**src/rtl/intc_pkg.sv**
```systemverilog
package intc_pkg;

    localparam int REG_IDX_W = 3;
    localparam int REG_IDX_LSB = 2;

    typedef enum logic [REG_IDX_W-1:0] {
        IDX_STAT   = 3'd0,
        IDX_PEND   = 3'd1,
        IDX_EN     = 3'd2,
        IDX_ACK    = 3'd3,
        IDX_SETEN  = 3'd4,
        IDX_CLREN  = 3'd5,
        IDX_VEC    = 3'd6,
        IDX_MASTER = 3'd7
    } reg_idx_e;

    typedef struct packed {
        logic stat_wr;
        logic ack_wr;
        logic en_wr;
        logic seten_wr;
        logic clren_wr;
        logic master_wr;
    } wr_dec_t;

    function automatic wr_dec_t decode_write(logic wr, logic in_range, reg_idx_e idx);
        wr_dec_t d;
        logic    go;
        go          = wr && in_range;
        d.stat_wr   = go && (idx == IDX_STAT);
        d.ack_wr    = go && (idx == IDX_ACK);
        d.en_wr     = go && (idx == IDX_EN);
        d.seten_wr  = go && (idx == IDX_SETEN);
        d.clren_wr  = go && (idx == IDX_CLREN);
        d.master_wr = go && (idx == IDX_MASTER);
        return d;
    endfunction

endpackage

```
**src/rtl/intc_capture.sv**
```systemverilog
module intc_capture #(
    parameter int              N    = 32,
    parameter logic [N-1:0]    KIND = '0
) (
    input  logic         clk,
    input  logic         rst,
    input  logic [N-1:0] src,
    input  logic         cap_en,
    input  logic         wr_stat,
    input  logic         wr_ack,
    input  logic [N-1:0] wdata,
    output logic [N-1:0] status
);

    logic [N-1:0] src_q;
    logic [N-1:0] base;
    logic [N-1:0] nxt;
    logic [N-1:0] edge_hit;

    always_comb begin
        if (wr_stat)     base = wdata;
        else if (wr_ack) base = status & ~wdata;
        else             base = status;
    end

    assign edge_hit = src & ~src_q & KIND & {N{cap_en}};

    for (genvar g = 0; g < N; g++) begin : g_bit
        if (KIND[g]) begin : g_edge
            assign nxt[g] = edge_hit[g] ? 1'b1 : base[g];
        end else begin : g_level
            assign nxt[g] = cap_en ? src[g] : base[g];
        end
    end

    always_ff @(posedge clk) begin
        if (rst) begin
            status <= '0;
            src_q  <= '0;
        end else begin
            status <= nxt;
            src_q  <= src;
        end
    end

    // a detected rising edge is recorded even when acknowledged in the same cycle
    a_r9_edge_wins: assert property (@(posedge clk) disable iff (rst)
        (!wr_stat) |=> ((status & $past(edge_hit)) == $past(edge_hit)));

    // level sources follow the input while capture is on
    a_r8_level_follow: assert property (@(posedge clk) disable iff (rst)
        cap_en |=> ((status & ~KIND) == ($past(src) & ~KIND)));

    // status is frozen when capture is off and no bus write touches it
    a_r10_frozen: assert property (@(posedge clk) disable iff (rst)
        (!cap_en && !wr_stat && !wr_ack) |=> $stable(status));

    // acknowledge clears the written ones when nothing competes
    a_r5_ack_clears: assert property (@(posedge clk) disable iff (rst)
        (wr_ack && !cap_en && !wr_stat) |=> ((status & $past(wdata)) == '0));

endmodule

```
**src/rtl/intc_prio.sv**
```systemverilog
module intc_prio #(
    parameter int N     = 32,
    parameter int VEC_W = $clog2(N)
) (
    input  logic [N-1:0]     pend,
    output logic [VEC_W-1:0] idx,
    output logic             found
);

    always_comb begin
        idx   = '0;
        found = 1'b0;
        for (int i = N - 1; i >= 0; i--) begin
            if (pend[i]) begin
                idx   = VEC_W'(i);
                found = 1'b1;
            end
        end
    end

endmodule

```
**src/rtl/intc_ctrl.sv**
```systemverilog
module intc_ctrl #(
    parameter int N  = 32,
    parameter int DW = 32
) (
    input  logic          clk,
    input  logic          rst,
    input  logic          wr_en,
    input  logic          wr_seten,
    input  logic          wr_clren,
    input  logic          wr_master,
    input  logic [DW-1:0] wdata,
    output logic [N-1:0]  enable,
    output logic [DW-1:0] master
);

    logic [N-1:0] wd_n;
    assign wd_n = wdata[N-1:0];

    always_ff @(posedge clk) begin
        if (rst) begin
            enable <= '0;
            master <= '0;
        end else begin
            if (wr_en)         enable <= wd_n;
            else if (wr_seten) enable <= enable | wd_n;
            else if (wr_clren) enable <= enable & ~wd_n;
            if (wr_master)     master <= wdata;
        end
    end

    // set-enable leaves every written one set
    a_r6_set_enable: assert property (@(posedge clk) disable iff (rst)
        wr_seten |=> ((enable & $past(wd_n)) == $past(wd_n)));

    // clear-enable leaves every written one clear
    a_r6_clear_enable: assert property (@(posedge clk) disable iff (rst)
        wr_clren |=> ((enable & $past(wd_n)) == '0));

    // atomic aliases leave the master register alone
    a_r6_master_kept: assert property (@(posedge clk) disable iff (rst)
        (wr_seten || wr_clren) |=> $stable(master));

endmodule

```
**src/rtl/vec_intc.sv**
```systemverilog
module vec_intc
    import intc_pkg::*;
#(
    parameter int           N_SRC     = 32,
    parameter int           DW        = 32,
    parameter int           ADDR_W    = 6,
    parameter logic [N_SRC-1:0] EDGE_KIND = '0
) (
    input  logic              clk,
    input  logic              rst,
    input  logic [N_SRC-1:0]  src_i,
    input  logic              bus_wr,
    input  logic [ADDR_W-1:0] bus_addr,
    input  logic [DW-1:0]     bus_wdata,
    output logic [DW-1:0]     bus_rdata,
    output logic              irq_o
);

    localparam int VEC_W   = $clog2(N_SRC);
    localparam int RANGE_B = REG_IDX_LSB + REG_IDX_W;

    logic             in_range;
    reg_idx_e         idx;
    wr_dec_t          dec;
    logic [N_SRC-1:0] status;
    logic [N_SRC-1:0] enable;
    logic [N_SRC-1:0] pending;
    logic [DW-1:0]    master;
    logic [VEC_W-1:0] vec_idx;
    logic             vec_found;
    logic             cap_en;
    logic             out_en;

    assign in_range = (bus_addr[ADDR_W-1:RANGE_B] == '0);
    assign idx      = reg_idx_e'(bus_addr[REG_IDX_LSB +: REG_IDX_W]);
    assign dec      = decode_write(bus_wr, in_range, idx);
    assign cap_en   = master[1];
    assign out_en   = master[0];

    intc_capture #(.N(N_SRC), .KIND(EDGE_KIND)) u_capture (
        .clk     (clk),
        .rst     (rst),
        .src     (src_i),
        .cap_en  (cap_en),
        .wr_stat (dec.stat_wr),
        .wr_ack  (dec.ack_wr),
        .wdata   (bus_wdata[N_SRC-1:0]),
        .status  (status)
    );

    intc_ctrl #(.N(N_SRC), .DW(DW)) u_ctrl (
        .clk       (clk),
        .rst       (rst),
        .wr_en     (dec.en_wr),
        .wr_seten  (dec.seten_wr),
        .wr_clren  (dec.clren_wr),
        .wr_master (dec.master_wr),
        .wdata     (bus_wdata),
        .enable    (enable),
        .master    (master)
    );

    assign pending = status & enable;

    intc_prio #(.N(N_SRC), .VEC_W(VEC_W)) u_prio (
        .pend  (pending),
        .idx   (vec_idx),
        .found (vec_found)
    );

    assign irq_o = out_en && cap_en && (pending != '0);

    always_comb begin
        bus_rdata = '0;
        if (in_range) begin
            unique case (idx)
                IDX_STAT:   bus_rdata[N_SRC-1:0] = status;
                IDX_PEND:   bus_rdata[N_SRC-1:0] = pending;
                IDX_EN:     bus_rdata[N_SRC-1:0] = enable;
                IDX_VEC: begin
                    if (vec_found) bus_rdata[VEC_W-1:0] = vec_idx;
                    else           bus_rdata = '1;
                end
                IDX_MASTER: bus_rdata = master;
                default:    bus_rdata = '0;
            endcase
        end
    end

    // request line stays low while capture is disabled
    a_r10_irq_gated: assert property (@(posedge clk) disable iff (rst)
        !master[1] |-> !irq_o);

    // encoder reports no vector exactly when nothing is pending
    a_r3_idle_vector: assert property (@(posedge clk) disable iff (rst)
        (pending == '0) |-> !vec_found);

    // reported vector is pending and nothing lower is
    a_r3_lowest_wins: assert property (@(posedge clk) disable iff (rst)
        vec_found |-> (pending[vec_idx] &&
                       ((pending & ((N_SRC'(1) << vec_idx) - N_SRC'(1))) == '0)));

    // out-of-range writes leave enable and master untouched
    a_r7_oor_ignored: assert property (@(posedge clk) disable iff (rst)
        (bus_wr && !in_range) |=> ($stable(enable) && $stable(master)));

endmodule

```
**config.mk**
```make
export PLATFORM = sky130hd
export DESIGN_NAME = vec_intc
export DESIGN_NICKNAME = d
export VERILOG_FILES = /design/src/rtl/intc_pkg.sv /design/src/rtl/intc_capture.sv /design/src/rtl/intc_prio.sv /design/src/rtl/intc_ctrl.sv /design/src/rtl/vec_intc.sv
export SDC_FILE = /design/constraint.sdc
export NUM_CORES = 1
export LEC_CHECK = 0
export BUFFER_PORTS_ARGS = -buffer_cell sky130_fd_sc_hd__buf_2
export CORE_ASPECT_RATIO = 0.7
export CORE_MARGIN = 10
export CORE_UTILIZATION = 23
export CTS_CLUSTER_DIAMETER = 100
export DETAILED_ROUTE_END_ITERATION = 7
export SKIP_CTS_REPAIR_TIMING = 1
export SLEW_MARGIN = 40
export SYNTH_ARGS = -nofsm -noshare
export SYNTH_HDL_FRONTEND = slang
export SYNTH_SLANG_ARGS = --single-unit
```
**constraint.sdc**
```tcl
create_clock -name clk -period 4.9 [get_ports clk]
set_input_delay 0.98 -clock clk [delete_from_list [all_inputs] [get_ports clk]]
set_output_delay 0.98 -clock clk [all_outputs]
set_load 0.005 [all_outputs]
```
# Word level (Yosys, flattened, before mapping)
# Cells that the tools add are included.
# totals
register_bits	96
input_bits	73
out_inout_bits	33
wordCells	134
# op_classes
eq_ne	7
muxes	105
bitwise	6
reduce_logical	13
# op_table
cell	n
two-way mux 32 bit	6
two-way mux 5 bit	33
one-hot mux 32 bit (5 select lines)	1
AND 32 bit	3
two-way mux 1 bit	64
inverter 32 bit	1
bitwise OR 32 bit	1
nonzero test 32 bit	1
two-way mux 27 bit	1
== test 3 bit, second input constant	4
logical AND 1 bit	9
== test 3 x 2 -> 1 bit, second input constant	2
nonzero test 3 bit	2
== test 3 x 1 -> 1 bit, second input constant	1
logical NOT 3 bit	1
inverter 1 bit	1

# Depth between registers and ports, before layout
# depth
ltp_word	36
mapped_depth	8
mapped_depth_nobuf	6

# Modules after synthesis
# From an unflattened synthesis, not the netlist that was laid out.
# hier_totals
hier_cells	776
area_unflattened_um2	5801.8
# modules_own_cells
module	n_inst	cells_each	area_each_um2	seq_area_each_um2
intc_ctrl	1	247	2382.3	1281.2
intc_capture	1	215	1606.5	640.6
vec_intc	1	249	1442.6	0.0
intc_prio	1	65	370.4	0.0

# Worst setup path before layout
# Ideal clock, no wire load.
# synth_path
kind	input-to-output
from	input port bus_addr[3]
to	output port bus_rdata[10]
arrival_time_ns	2.228
required_time_ns	3.920
slack_ns	1.692
stages	8
n_path_buf	2
path_cell_list	buf_4 inv_2 nor2_2 and3_1 and3_1 nand3_2 buf_2 a21oi_1
# synth_between
elab_chain_cells	3
word_cells_on_any_way	7
cone_classes	eq/ne (4); mux (2); reduce/logical (1)
# synth_rtl
element	line_no	source
start, declared	vec_intc.sv:13	input logic [ADDR_W-1:0] bus_addr,
== test 3 bit (tied with other cells)	vec_intc.sv:76	unique case (idx)
one-hot mux 32 bit (5 select lines) *	vec_intc.sv:76	
two-way mux 32 bit *	vec_intc.sv:75	if (in_range) begin
end, declared	vec_intc.sv:15	output logic [DW-1:0] bus_rdata,
# Mark *: on every way between the ends. The rest lies on a longest branch, timed or not.

# Final worst setup path
# layout_path
from	input port bus_addr[4]
to	output port bus_rdata[31]
# The elaborated chain is that of the path after synthesis.

==> qor.yml <==
final_layout:
  area_growth_syn_to_layout_pct: 21.13
  drive_above_1_share_pct: 18.99
  nets: 858
synth:
  synth-simple-area-share_pct: 21.15
  synth_flop_cell: "dfxtp_1"
  ys_types: 41
  syn-cell-area_sq_um: 5341
  ys_seq_area_share_pct: 35.98
  yosysMostFrequentCell: "nor2_1"
  synth_xor_xnor_area_share_pct: 0.3279
  synth_top_area_share_pct: 35.98
  synth_fa_ha_area_share_pct: 0
  synth_top_cell_by_area: "dfxtp_1"
  syn_inst: 718
  synth_mux_area_share_pct: 0
  synth_seq_cells: 96
  synthTopCellsByArea: "dfxtp_1 36%, a21oi_1 9.3%, nor2_1 7.1%, o21ai_0 6.7%, a222oi_1 6.4%"
  synth_edf_count: 0
  synth_top_family_by_area: "compound AO/OA/AOI/OAI gates"
  synth_warnings: 0
  ys_async_sr_fraction_pct: 0
  synth_compound_area_share_pct: 37.64
  avgSynthCellArea_sq_um: 7.439
  syn-num-nets: 791
  netlist_top_cells_count: "101 x nor2_1, 99 x a21oi_1, 96 x dfxtp_1"
drt:
  vias: 5821
  viasPerCell: 5.277
  drt-initial-drc-count: 657
  wirelength_microns: 20800
  wl_per_cell_microns: 18.86
  drc_errors: 3
  ant_nets: 0
  drt_pass1_iterations: 8
sta:
  finalSetupTns_ns: 0
  timing.fmax_ghz: 0.2445
  hold_viol: 0
  tightest_slew_ns: 0.7695
  drv_slew: 0
  period_share_pct: 83.49
  post-route-min-period_ns: 4.091
  setup_violations: 0
  rsz0062_at_grt: "false"
  slew_headroom_pct: 48.70
  finalClockSkew_ns: 0.004792
clock_network:
  cts_buffers: 9
  root_buffer: "clkbuf_16"
  cts_tree: "built"
  cts.clk_slew.worst_paths_ns: 0.07
  h-tree-depth: 3
  numClockSinks: 96
  cts.path.max_buffers: 2
  clock_latency_ns: 0.34
floorplan:
  dieWidth_microns: 202.1
  core_area_sq_um: 22730
  start_util_pct: 23.49
  die_area_sq_um: 29820
  io_pins: 106
  die_h_microns: 147.5
  rows: 46
hold_path:
  hold_path_class: "flop to flop"
outcome:
  status: "complete, but fails checks"
  violations: "design-rule violations"
global_routing:
  groute.usage.overall_pct: 13.39
  antenna_found_initial: 1
  grt_start_max_net_pins: 39
  grt_pass1_vias: 5337
  overflow: 0
  grt_pass1_wl_microns: 31920
power_and_ir_drop:
  p_leak_nw: 2.248
  p_total_mw: 1.714
  ir_worst_vdd_mv: 0.1683
  cellPowerDensity_nw_per_um2: 265.0
critical_path:
  end_kind: "primary output"
  cp.arrival_ns: 3.11
  path_class: "input port to primary output"
  critPathLaunchType: "input port"
  critPathMaxFanout: 29
  worstPathRequired_ns: 3.92
run:
  drv_cap: 0
placement:
  dpl.hpwl_microns: 14860
  port_buffers: 103
  gp_congestion: 0.8263
[stage by stage]
stage / utilization [%] / hold slack [ns] / std cells / instance area, sq um / worst slack (ns)
floorplan: - / 0.4366 / 718 / 5341 / 1.692
global placement: 26.98 / 0.4418 / 1085 / 6133 / 0.8536
detailed placement: 27.14 / 0.4471 / 1086 / 6170 / 0.8318
CTS: 28.42 / 0.4563 / 1102 / 6460 / 0.8298
global route: 28.46 / 0.4716 / 1103 / 6470 / 0.6163
finish: 28.46 / 0.4548 / 1103 / 6470 / 0.8092
[critical path: stages]
cell	delay, ns
buf_2	0.48
and3_1	0.29
and3_1	0.23
nand3_2	0.47
buf_4	0.38
a21oi_1	0.13
buf_2	0.14
[cell type report]
type                            count  area (sq um)
Tap cell                          312         390.4
Multi-Input combinational cell    556          3191
Fill cell                        2510         16260
Timing Repair Buffer              120         663.1
Clock inverter                      5         57.56
Inverter                            2         7.507
Antenna cell                        1         2.502
Clock buffer                       11         232.7
Sequential cell                    96          1926
[where the power goes]
group | switching, mW | internal [mW]
registers | 0.0186 | 0.795
clock network | 0.311 | 0.396
logic | 0.128 | 0.0670
[routing by layer]
layer  routed length, microns  vias up  share of wire (%)  GRT usage (%)
met5                        0        -                  0              0
met4                      163        0               0.78          2.417
met3                     1973       11                9.5          3.755
met2                     8556      277                 41          19.05
met1                    10110     2719                 49          19.55
li1                         -     2814                  -              -
[worst paths after layout]
check	start	to	slack, ns	cells after the start
worst min register to register	u_ctrl.master[15]	u_ctrl.master[15]	0.45	2
worst max-delay path	bus_addr[4]	bus_rdata[31]	0.81	7
worst min-delay path	u_ctrl.master[15]	u_ctrl.master[15]	0.45	2
worst max register to register	u_ctrl.master[1]	u_capture.status[0]	2.64	5
[layout by cell type, fill, tap and decap left out, types with 5 or more instances in the layout]
master,instances
o21ai_0,72
a22oi_1,40
buf_2,103
clkbuf_16,9
dfxtp_1,95
a22o_1,5
buf_4,16
a21oi_1,99
a32oi_1,35
a222oi_1,34
nor2_1,99
nand2b_1,34
nand2_1,90
[logic make-up (layout without fill, tap and decap cells)]
| group | Yosys count | count (layout) |
|---|---|---|
| compound gates | 304 | 304 |
| xor+xnor | 2 | 2 |
| buf+inv | 66 | 138 |
| flops | 96 | 96 |
| other cells | 0 | 1 |
| simple gates | 250 | 250 |
Note: power is estimated with default switching activity, not from simulation.
